--- src/rtl/trace_ovf_pkg.sv ---
package trace_ovf_pkg;
  localparam int ERR_W = 11;
  localparam logic [5:0] TC_ERR     = 6'b001000;
  localparam logic [4:0] EC_DATA    = 5'b00010;
  localparam logic [4:0] EC_WATCH   = 5'b01000;

  function automatic logic [ERR_W-1:0] err_entry(input logic watch_lost);
    return {TC_ERR, (watch_lost ? EC_WATCH : EC_DATA)};
  endfunction
endpackage

--- src/rtl/trace_ovf_fifo.sv ---
module trace_ovf_fifo #(
  parameter int DEPTH = 8,
  parameter int W     = 32
) (
  input  logic                       clk,
  input  logic                       rst,
  input  logic                       push,
  input  logic [W-1:0]               push_data,
  input  logic                       pop,
  output logic [W-1:0]               rd_data,
  output logic [$clog2(DEPTH+1)-1:0] count,
  output logic                       full,
  output logic                       empty
);
  localparam int AW = $clog2(DEPTH);
  localparam int CW = $clog2(DEPTH+1);
  localparam logic [AW-1:0] LAST = AW'(DEPTH - 1);
  localparam logic [CW-1:0] FULL_CNT = CW'(DEPTH);

  logic [W-1:0]  mem [DEPTH];
  logic [AW-1:0] wr_ptr, rd_ptr;
  logic [CW-1:0] cnt;

  always_ff @(posedge clk) begin
    if (push) mem[wr_ptr] <= push_data;
  end

  always_ff @(posedge clk) begin
    if (rst) begin
      wr_ptr <= '0;
      rd_ptr <= '0;
      cnt    <= '0;
    end else begin
      if (push) wr_ptr <= (wr_ptr == LAST) ? '0 : wr_ptr + 1'b1;
      if (pop)  rd_ptr <= (rd_ptr == LAST) ? '0 : rd_ptr + 1'b1;
      case ({push, pop})
        2'b10:   cnt <= cnt + 1'b1;
        2'b01:   cnt <= cnt - 1'b1;
        default: cnt <= cnt;
      endcase
    end
  end

  assign rd_data = mem[rd_ptr];
  assign count   = cnt;
  assign full    = (cnt == FULL_CNT);
  assign empty   = (cnt == '0);
endmodule

--- src/rtl/trace_ovf_ctrl.sv ---
module trace_ovf_ctrl
  import trace_ovf_pkg::*;
#(
  parameter int MSG_W = 32
) (
  input  logic             clk,
  input  logic             rst,
  input  logic             wp_valid,
  input  logic [MSG_W-1:0] wp_msg,
  input  logic             dt_valid,
  input  logic [MSG_W-1:0] dt_msg,
  input  logic             q_full,
  input  logic             q_empty,
  output logic             push,
  output logic [MSG_W-1:0] push_data,
  output logic             ovf_active
);
  logic             hold_v, hold_v_n;
  logic [MSG_W-1:0] hold_d, hold_d_n;
  logic             ovf, ovf_n;
  logic             wlost, wlost_n;

  always_comb begin
    push      = 1'b0;
    push_data = wp_msg;
    hold_v_n  = hold_v;
    hold_d_n  = hold_d;
    ovf_n     = ovf;
    wlost_n   = wlost;
    if (ovf) begin
      wlost_n = wlost | wp_valid;
      if (q_empty) begin
        push      = 1'b1;
        push_data = {{(MSG_W-ERR_W){1'b0}}, err_entry(wlost | wp_valid)};
        ovf_n     = 1'b0;
        wlost_n   = 1'b0;
      end
    end else if (wp_valid || hold_v || dt_valid) begin
      if (q_full) begin
        ovf_n    = 1'b1;
        wlost_n  = wp_valid;
        hold_v_n = 1'b0;
      end else begin
        push = 1'b1;
        if (wp_valid)    push_data = wp_msg;
        else if (hold_v) push_data = hold_d;
        else             push_data = dt_msg;
        if (dt_valid && (wp_valid || hold_v)) begin
          if (wp_valid && hold_v) begin
            ovf_n    = 1'b1;
            hold_v_n = 1'b0;
          end else begin
            hold_v_n = 1'b1;
            hold_d_n = dt_msg;
          end
        end else if (!wp_valid && hold_v) begin
          hold_v_n = 1'b0;
        end
      end
    end
  end

  always_ff @(posedge clk) begin
    if (rst) begin
      hold_v <= 1'b0;
      ovf    <= 1'b0;
      wlost  <= 1'b0;
    end else begin
      hold_v <= hold_v_n;
      ovf    <= ovf_n;
      wlost  <= wlost_n;
    end
  end

  always_ff @(posedge clk) hold_d <= hold_d_n;

  assign ovf_active = ovf;
endmodule

--- src/rtl/trace_ovf_queue.sv ---
module trace_ovf_queue #(
  parameter int DEPTH = 8,
  parameter int MSG_W = 32
) (
  input  logic                       clk,
  input  logic                       rst,
  input  logic                       wp_valid,
  input  logic [MSG_W-1:0]           wp_msg,
  input  logic                       dt_valid,
  input  logic [MSG_W-1:0]           dt_msg,
  output logic                       out_valid,
  input  logic                       out_ready,
  output logic [MSG_W-1:0]           out_msg,
  output logic                       ovf_active,
  output logic [$clog2(DEPTH+1)-1:0] q_count
);
  logic             push, q_full, q_empty;
  logic [MSG_W-1:0] push_data;

  trace_ovf_ctrl #(.MSG_W(MSG_W)) u_ctrl (
    .clk(clk), .rst(rst),
    .wp_valid(wp_valid), .wp_msg(wp_msg),
    .dt_valid(dt_valid), .dt_msg(dt_msg),
    .q_full(q_full), .q_empty(q_empty),
    .push(push), .push_data(push_data),
    .ovf_active(ovf_active)
  );

  trace_ovf_fifo #(.DEPTH(DEPTH), .W(MSG_W)) u_fifo (
    .clk(clk), .rst(rst),
    .push(push), .push_data(push_data),
    .pop(out_valid && out_ready),
    .rd_data(out_msg), .count(q_count),
    .full(q_full), .empty(q_empty)
  );

  assign out_valid = !q_empty;
endmodule

--- config.mk ---
export PLATFORM = sky130hd
export DESIGN_NAME = trace_ovf_queue
export DESIGN_NICKNAME = d
export VERILOG_FILES = /design/src/rtl/trace_ovf_pkg.sv /design/src/rtl/trace_ovf_fifo.sv /design/src/rtl/trace_ovf_ctrl.sv /design/src/rtl/trace_ovf_queue.sv
export SDC_FILE = /design/constraint.sdc
export NUM_CORES = 1
export LEC_CHECK = 0
export ABC_AREA = 1
export BUFFER_PORTS_ARGS = -buffer_cell sky130_fd_sc_hd__buf_4
export CAP_MARGIN = 10
export CORE_ASPECT_RATIO = 0.5
export CORE_MARGIN = 2
export CORE_UTILIZATION = 59
export CTS_CLUSTER_DIAMETER = 60
export DETAILED_ROUTE_END_ITERATION = 7
export GPL_TIMING_DRIVEN = 0
export HOLD_SLACK_MARGIN = 0.15
export PLACE_DENSITY = 0.75
export SLEW_MARGIN = 20
export SYNTH_ARGS = -nofsm -noshare
export SYNTH_HDL_FRONTEND = slang
export SYNTH_HIERARCHICAL = 1
export SYNTH_SLANG_ARGS = --single-unit
--- constraint.sdc ---
create_clock -name clk -period 4.7 [get_ports clk]
set_clock_uncertainty 0.05 [all_clocks]
set_input_delay 0.235 -clock clk [delete_from_list [all_inputs] [get_ports clk]]
set_output_delay 0.235 -clock clk [all_outputs]
set_load 0.05 [all_outputs]
Word level (Yosys, flattened, before mapping)
Memory sizes are Yosys's and may differ from the RTL's. A register that Yosys moved wholly into a read port is not among the register bits.
Cells that the tools add are included.
W data, S select, Z words.
{ "totals": {"regBits": 45, "mem_bits_rw": 256, "out_inout_bits": 38, "n_memories": 1} }
{ "classes": {"addsub": 4, "n_eq_ne": 5, "mux": 32, "bitwise": 4, "n_reduce_logical": 16} }
{ "memory_table": {"columns": ["name", "words", "width", "read_ports", "rd_clocked_by_memory_dff", "wr", "line", "text"], "rows": [
  ["u_fifo.mem", 8, 32, 1, 1, 1, "trace_ovf_fifo.sv:20", "logic [W-1:0] mem [DEPTH];"]
]} }
{ "ops": {"columns": ["cell", "count"], "rows": [
  ["$mux W32", 6],
  ["$mux W1", 20],
  ["$mux W3", 4],
  ["$pmux W4 S2", 1],
  ["$add A3 B1 Y3 const B", 2],
  ["$eq A3 B3 Y1 const B", 2],
  ["$reduce_bool A2 Y1", 3],
  ["$reduce_and A5 Y1", 1],
  ["$add A4 B1 Y4 const B", 1],
  ["$eq A4 B4 Y1 const B", 1],
  ["$logic_and A1 B1 Y1", 4],
  ["$logic_not A4 Y1", 1],
  ["$mux W4", 1],
  ["$sub A4 B1 Y4 const B", 1],
  ["$not A1 Y1", 3],
  ["$reduce_and A3 Y1", 1],
  ["$reduce_bool A3 Y1", 1],
  ["$eq A2 B1 Y1 const B", 1],
  ["$eq A2 B2 Y1 const B", 1],
  ["$logic_not A1 Y1", 2],
  ["$logic_or A1 B1 Y1", 2],
  ["$reduce_and A2 Y1", 1],
  ["$or A1 B1 Y1", 1]
]} }

Logic depth before layout (Yosys ltp)
{ "depth": {"word_depth": 6, "ltp_mapped": 17, "ltp_nobuf": 17} }

By module
The synthesis kept the hierarchy.
{ "modules_own_cells": {"columns": ["mod", "n_inst", "cells_each", "area_per_inst_um2", "seq_area_each_um2"], "rows": [
  ["trace_ovf_fifo", 1, 813, 10630.2, 7947.6],
  ["trace_ovf_ctrl", 1, 296, 2217.1, 1021.0],
  ["trace_ovf_queue", 1, 3, 13.8, 0.0]
]} }

Worst setup path before layout
No wires, ideal clock.
{ "synth_timing": {"path_kind": "reg2reg", "start": "register u_fifo.cnt[0], in the netlist u_fifo/count[0]", "end": "register u_ctrl.hold_d[0] (enable)", "setup_time_ps": 461, "arrival_ps": 3373, "required_ps": 4189, "path_slack_ps": 816, "stages_incl_launch_ff": 7, "n_path_buf": 0, "synth_period_minus_slack_ps": 3884, "path_cell_list": "dfxtp_1 inv_1 nand2_1 nor3_1 a21oi_1 nand2_1 nor3_1"} }
{ "synth_via": {"elab_chain_len": 3} }
{ "synth_rtl": {"columns": ["element", "line", "text"], "rows": [
  ["start, declared", "trace_ovf_fifo.sv:22", "logic [CW-1:0] cnt;"],
  ["start signal, assigned", "trace_ovf_fifo.sv:37", "2'b10: cnt <= cnt + 1'b1;"],
  ["start signal, assigned", "trace_ovf_fifo.sv:38", "2'b01: cnt <= cnt - 1'b1;"],
  ["start signal, assigned", "trace_ovf_fifo.sv:39", "default: cnt <= cnt;"],
  ["$eq A4 B4 Y1", "trace_ovf_fifo.sv:46", "assign full = (cnt == FULL_CNT);"],
  ["via q_full", "trace_ovf_queue.sv:17", "logic push, q_full, q_empty;"],
  ["$not A1 Y1 (no source line)", null, null],
  ["$reduce_and A5 Y1 (no source line)", null, null],
  ["end signal, assigned", "trace_ovf_ctrl.sv:75", "always_ff @(posedge clk) hold_d <= hold_d_n;"],
  ["end, declared", "trace_ovf_ctrl.sv:19", "logic [MSG_W-1:0] hold_d, hold_d_n;"]
]} }
The timed path passes the listed nets, and every way through them passes these cells.
A chain may end at the register's enable or synchronous reset.

Final worst setup path
{ "layout_timing": {"start": "register u_fifo.cnt[0], in the netlist u_fifo/count[0]", "end": "memory u_fifo.mem[3][2] (enable)"} }
{ "layout_rtl": {"columns": ["element", "line", "text"], "rows": [
  ["$logic_not A4 Y1", "trace_ovf_fifo.sv:47", "assign empty = (cnt == '0);"],
  ["via q_empty", "trace_ovf_queue.sv:17", null],
  ["$mux W1", "trace_ovf_ctrl.sv:32", "if (q_empty) begin"],
  ["$mux W1", "trace_ovf_ctrl.sv:30", "if (ovf) begin"],
  ["via push", "trace_ovf_queue.sv:17", null],
  ["$mux W1", "trace_ovf_fifo.sv:25", "if (push) mem[wr_ptr] <= push_data;"],
  ["$mux W1 (not written as such)", "trace_ovf_fifo.sv:25", null],
  ["end, declared", "trace_ovf_fifo.sv:20", null]
]} }
The timed path passes the listed nets, and every way through them passes these cells.

==> impl_results.md <==
- Status: finished, final reports clean
- CTS buffer count: 26
- Final setup fails: 0
- Synth top cells by count: edfxtp_1, nand2_1, nor2_1
- CP Max Fanout: 17
- Detailed router's first-iteration violation count: 1,252
- Routed length per placed instance: 20.69 um
- Grt ovf: 0
- Setup WS post-layout: 1.081 ns
- Routed vias: 9,382
- Post-synth top area share: 0.6724
- Ports: 107
- Fmax: 276.3 MHz
- Lkg Pwr: 6.098 nW
- First-pass GRT wire length: 49,960 um
- Synth unique cells: 30
- Largest net degree at the start of global routing: 22
- Seq cells post-synth: 304
- Final Cell Area: 0.01579 sq mm
- Yosys top cell by area: edfxtp_1
- Min Tclk post-route: 3.619 ns
- Total GRT Usage: 0.2931
- Top FF cell, synth: edfxtp_1
- Fin util: 0.7333
- Vias in the first global route: 9,007
- Sequential-to-total area share from yosys stat: 0.6973
- H-tree depth: 1
- Clk buf depth: 3
- Pre-CTS setup slack: 1.117 ns
- WS Path Type: flip-flop to flip-flop
- Initial DRT Pass Iterations: 6
- Post-route ant nets: 0
- Post-CTS Setup Bufs: 0
- Pins over their slew limit: 0
- Worst-Skew Late Latency: 0.52 ns
- Number of synthesized flops with an enable pin: 288
- Synthesized area per cell: 11.57 sq um
- Tot Pwr: 10.51 mW
- Clock-pin slew on the worst setup and hold paths: 0.07 ns
- Vias per inst: 5.777
- Chip height: 108.4 um
- Remaining DRCs: 0
- Initial Utilization: 0.5971
- Dpl cell area: 0.01442 sq mm
- Clock sinks: 304
- Clk root buf: clkbuf_16
- WP data arrival: 3.80 ns
- Max_cap viols: 0
- IO Port Bufs: 105
- WL final: 33,600 um
- Core area: 0.02154 sq mm
- Worst IR Drop VDD: 0.4090 mV
- Synthesized area: 0.01286 sq mm
- Final #Nets: 1,379
- Post-Syn Instances: 1,112
- Power density over the cells: 665.5 mW/mm^2
- Routability congestion estimate: 0.8018
- YS warnings: 6
- CTS tree: done
- Worst setup EP type: flip-flop
- Top-count cell post-synth: edfxtp_1
- Final Hold Viols: 0
- Hold WC Path Type: primary input to flip-flop
- RSZ-0062 raised after global routing: no
- HPWL after detailed placement: 21,240 um
- Setup tns final: 0 ns
- Worst-margin pin slew: 0.7389 ns
- Synthesis-to-layout area growth: 22.80%
- CP startpoint kind: flip-flop
- Site Rows: 38
- Top cells by area, synth: edfxtp_1, nand2_1, o21ai_0, nor2_1, dfxtp_1
- Worst rel slew slack: 0.5063
- Syn nets: 1,188
- Initial antenna violation count: 1
- Required @ worst endpoint: 4.88 ns
- Die X: 212.8 um
- Async SR Flop Fraction: 0
- Share of cells above drive strength 1: 0.1738
- Final period util: 0.7700
- Die area: 0.02307 sq mm
==> sequential cells by signal (all words and copies together) (netlist names), named ones only <==
signal,flops
u_ctrl/hold_d,32
u_ctrl/hold_v,1
u_ctrl/ovf_active,1
u_ctrl/wlost,1
u_fifo/count,4
u_fifo/mem,256
u_fifo/rd_ptr,3
u_fifo/wr_ptr,3
==> path summary, 6_finish.rpt <==
path | startpoint | end | slack (ns) | cells past startpoint
setup / recovery | u_fifo/count[0]$_SDFFE_PP0P_ | u_fifo/mem[3][2]$_DFFE_PP_ | 1.08 | 9
setup reg to reg | u_fifo/count[0]$_SDFFE_PP0P_ | u_fifo/mem[3][2]$_DFFE_PP_ | 1.08 | 9
hold / removal | wp_msg[29] | u_fifo/mem[5][29]$_DFFE_PP_ | 0.17 | 3
hold reg to reg | u_fifo/wr_ptr[0]$_SDFFE_PP0P_ | u_fifo/wr_ptr[0]$_SDFFE_PP0P_ | 0.48 | 2
==> metrics by stage <==
stage / hold slack [ns] / instances
floorplan: 0.2541 / 1112
global placement: 0.3740 / 1517
detailed placement: 0.3756 / 1531
CTS: 0.1553 / 1623
global route: 0.2027 / 1624
finish: 0.1725 / 1624
==> cells by family after synthesis <==
family,synth area share
buffers and inverters,0.04135
XOR/XNOR,0.001362
multiplexers,0.02491
AO/OA/AOI/OAI,0.07549
flip-flops,0.6973
adder cells (fa/ha/maj),0.006810
AND/OR/NAND/NOR,0.1527
==> worst max-delay path, cell delays in order, from the launching register on <==
cell and delay, ns:
dfxtp_1 0.35, inv_1 0.10, nand2_1 0.10, nor3_1 0.49, nand2_1 0.35, buf_2 0.28, o21ai_0 0.23, nand2_1 0.41
nor2_4 0.69, buf_16 0.26
==> timing repair <==
item / 4_1_cts / 5_1_grt
resized for setup: 0 / 0
hold buffers: 44 / 0
endpoints found under the hold margin: 103 / 0
==> cell usage in the layout, fill, tap and decap left out, types with 10 or more instances in the layout <==
cell type	netlist	final
edfxtp_1	288	288
nand2_1	287	287
nor2_1	148	140
buf_4	11	118
o21ai_0	116	116
dlygate4sd3_1	0	44
nand3_1	38	38
mux2i_1	32	32
o22ai_1	32	32
inv_1	30	30
clkbuf_16	0	26
o21ai_1	23	23
buf_2	17	17
clkbuf_1	15	16
dfxtp_1	16	16
a21oi_1	15	15
buf_6	10	11
buf_16	0	11
nor2_4	2	10
==> area by class of cell <==
cell class	instances	area, sq um
fillers	1356	5744
well taps	300	375.4
clock buffers	31	709.4
clock inverters	17	222.7
inverters	30	112.6
flip-flops and latches	304	8969
repair buffers	163	1558
multi-input cells	715	3426
plain buffers	63	419.2
diodes	1	2.502
==> routing by layer <==
layer  share of wire  track usage
met1            0.40       0.4068
met2            0.48       0.4851
met3           0.098      0.05083
met4           0.019      0.08092
met5               0            0
==> report_power, final <==
part	switching [mW]	total (mW)	internal, mW
sequential	0.159	3.94	3.78
combinational	2.99	4.25	1.26
clock	0.958	2.32	1.36
total	4.11	10.5	6.40
Power figures use the tool's default switching activity.
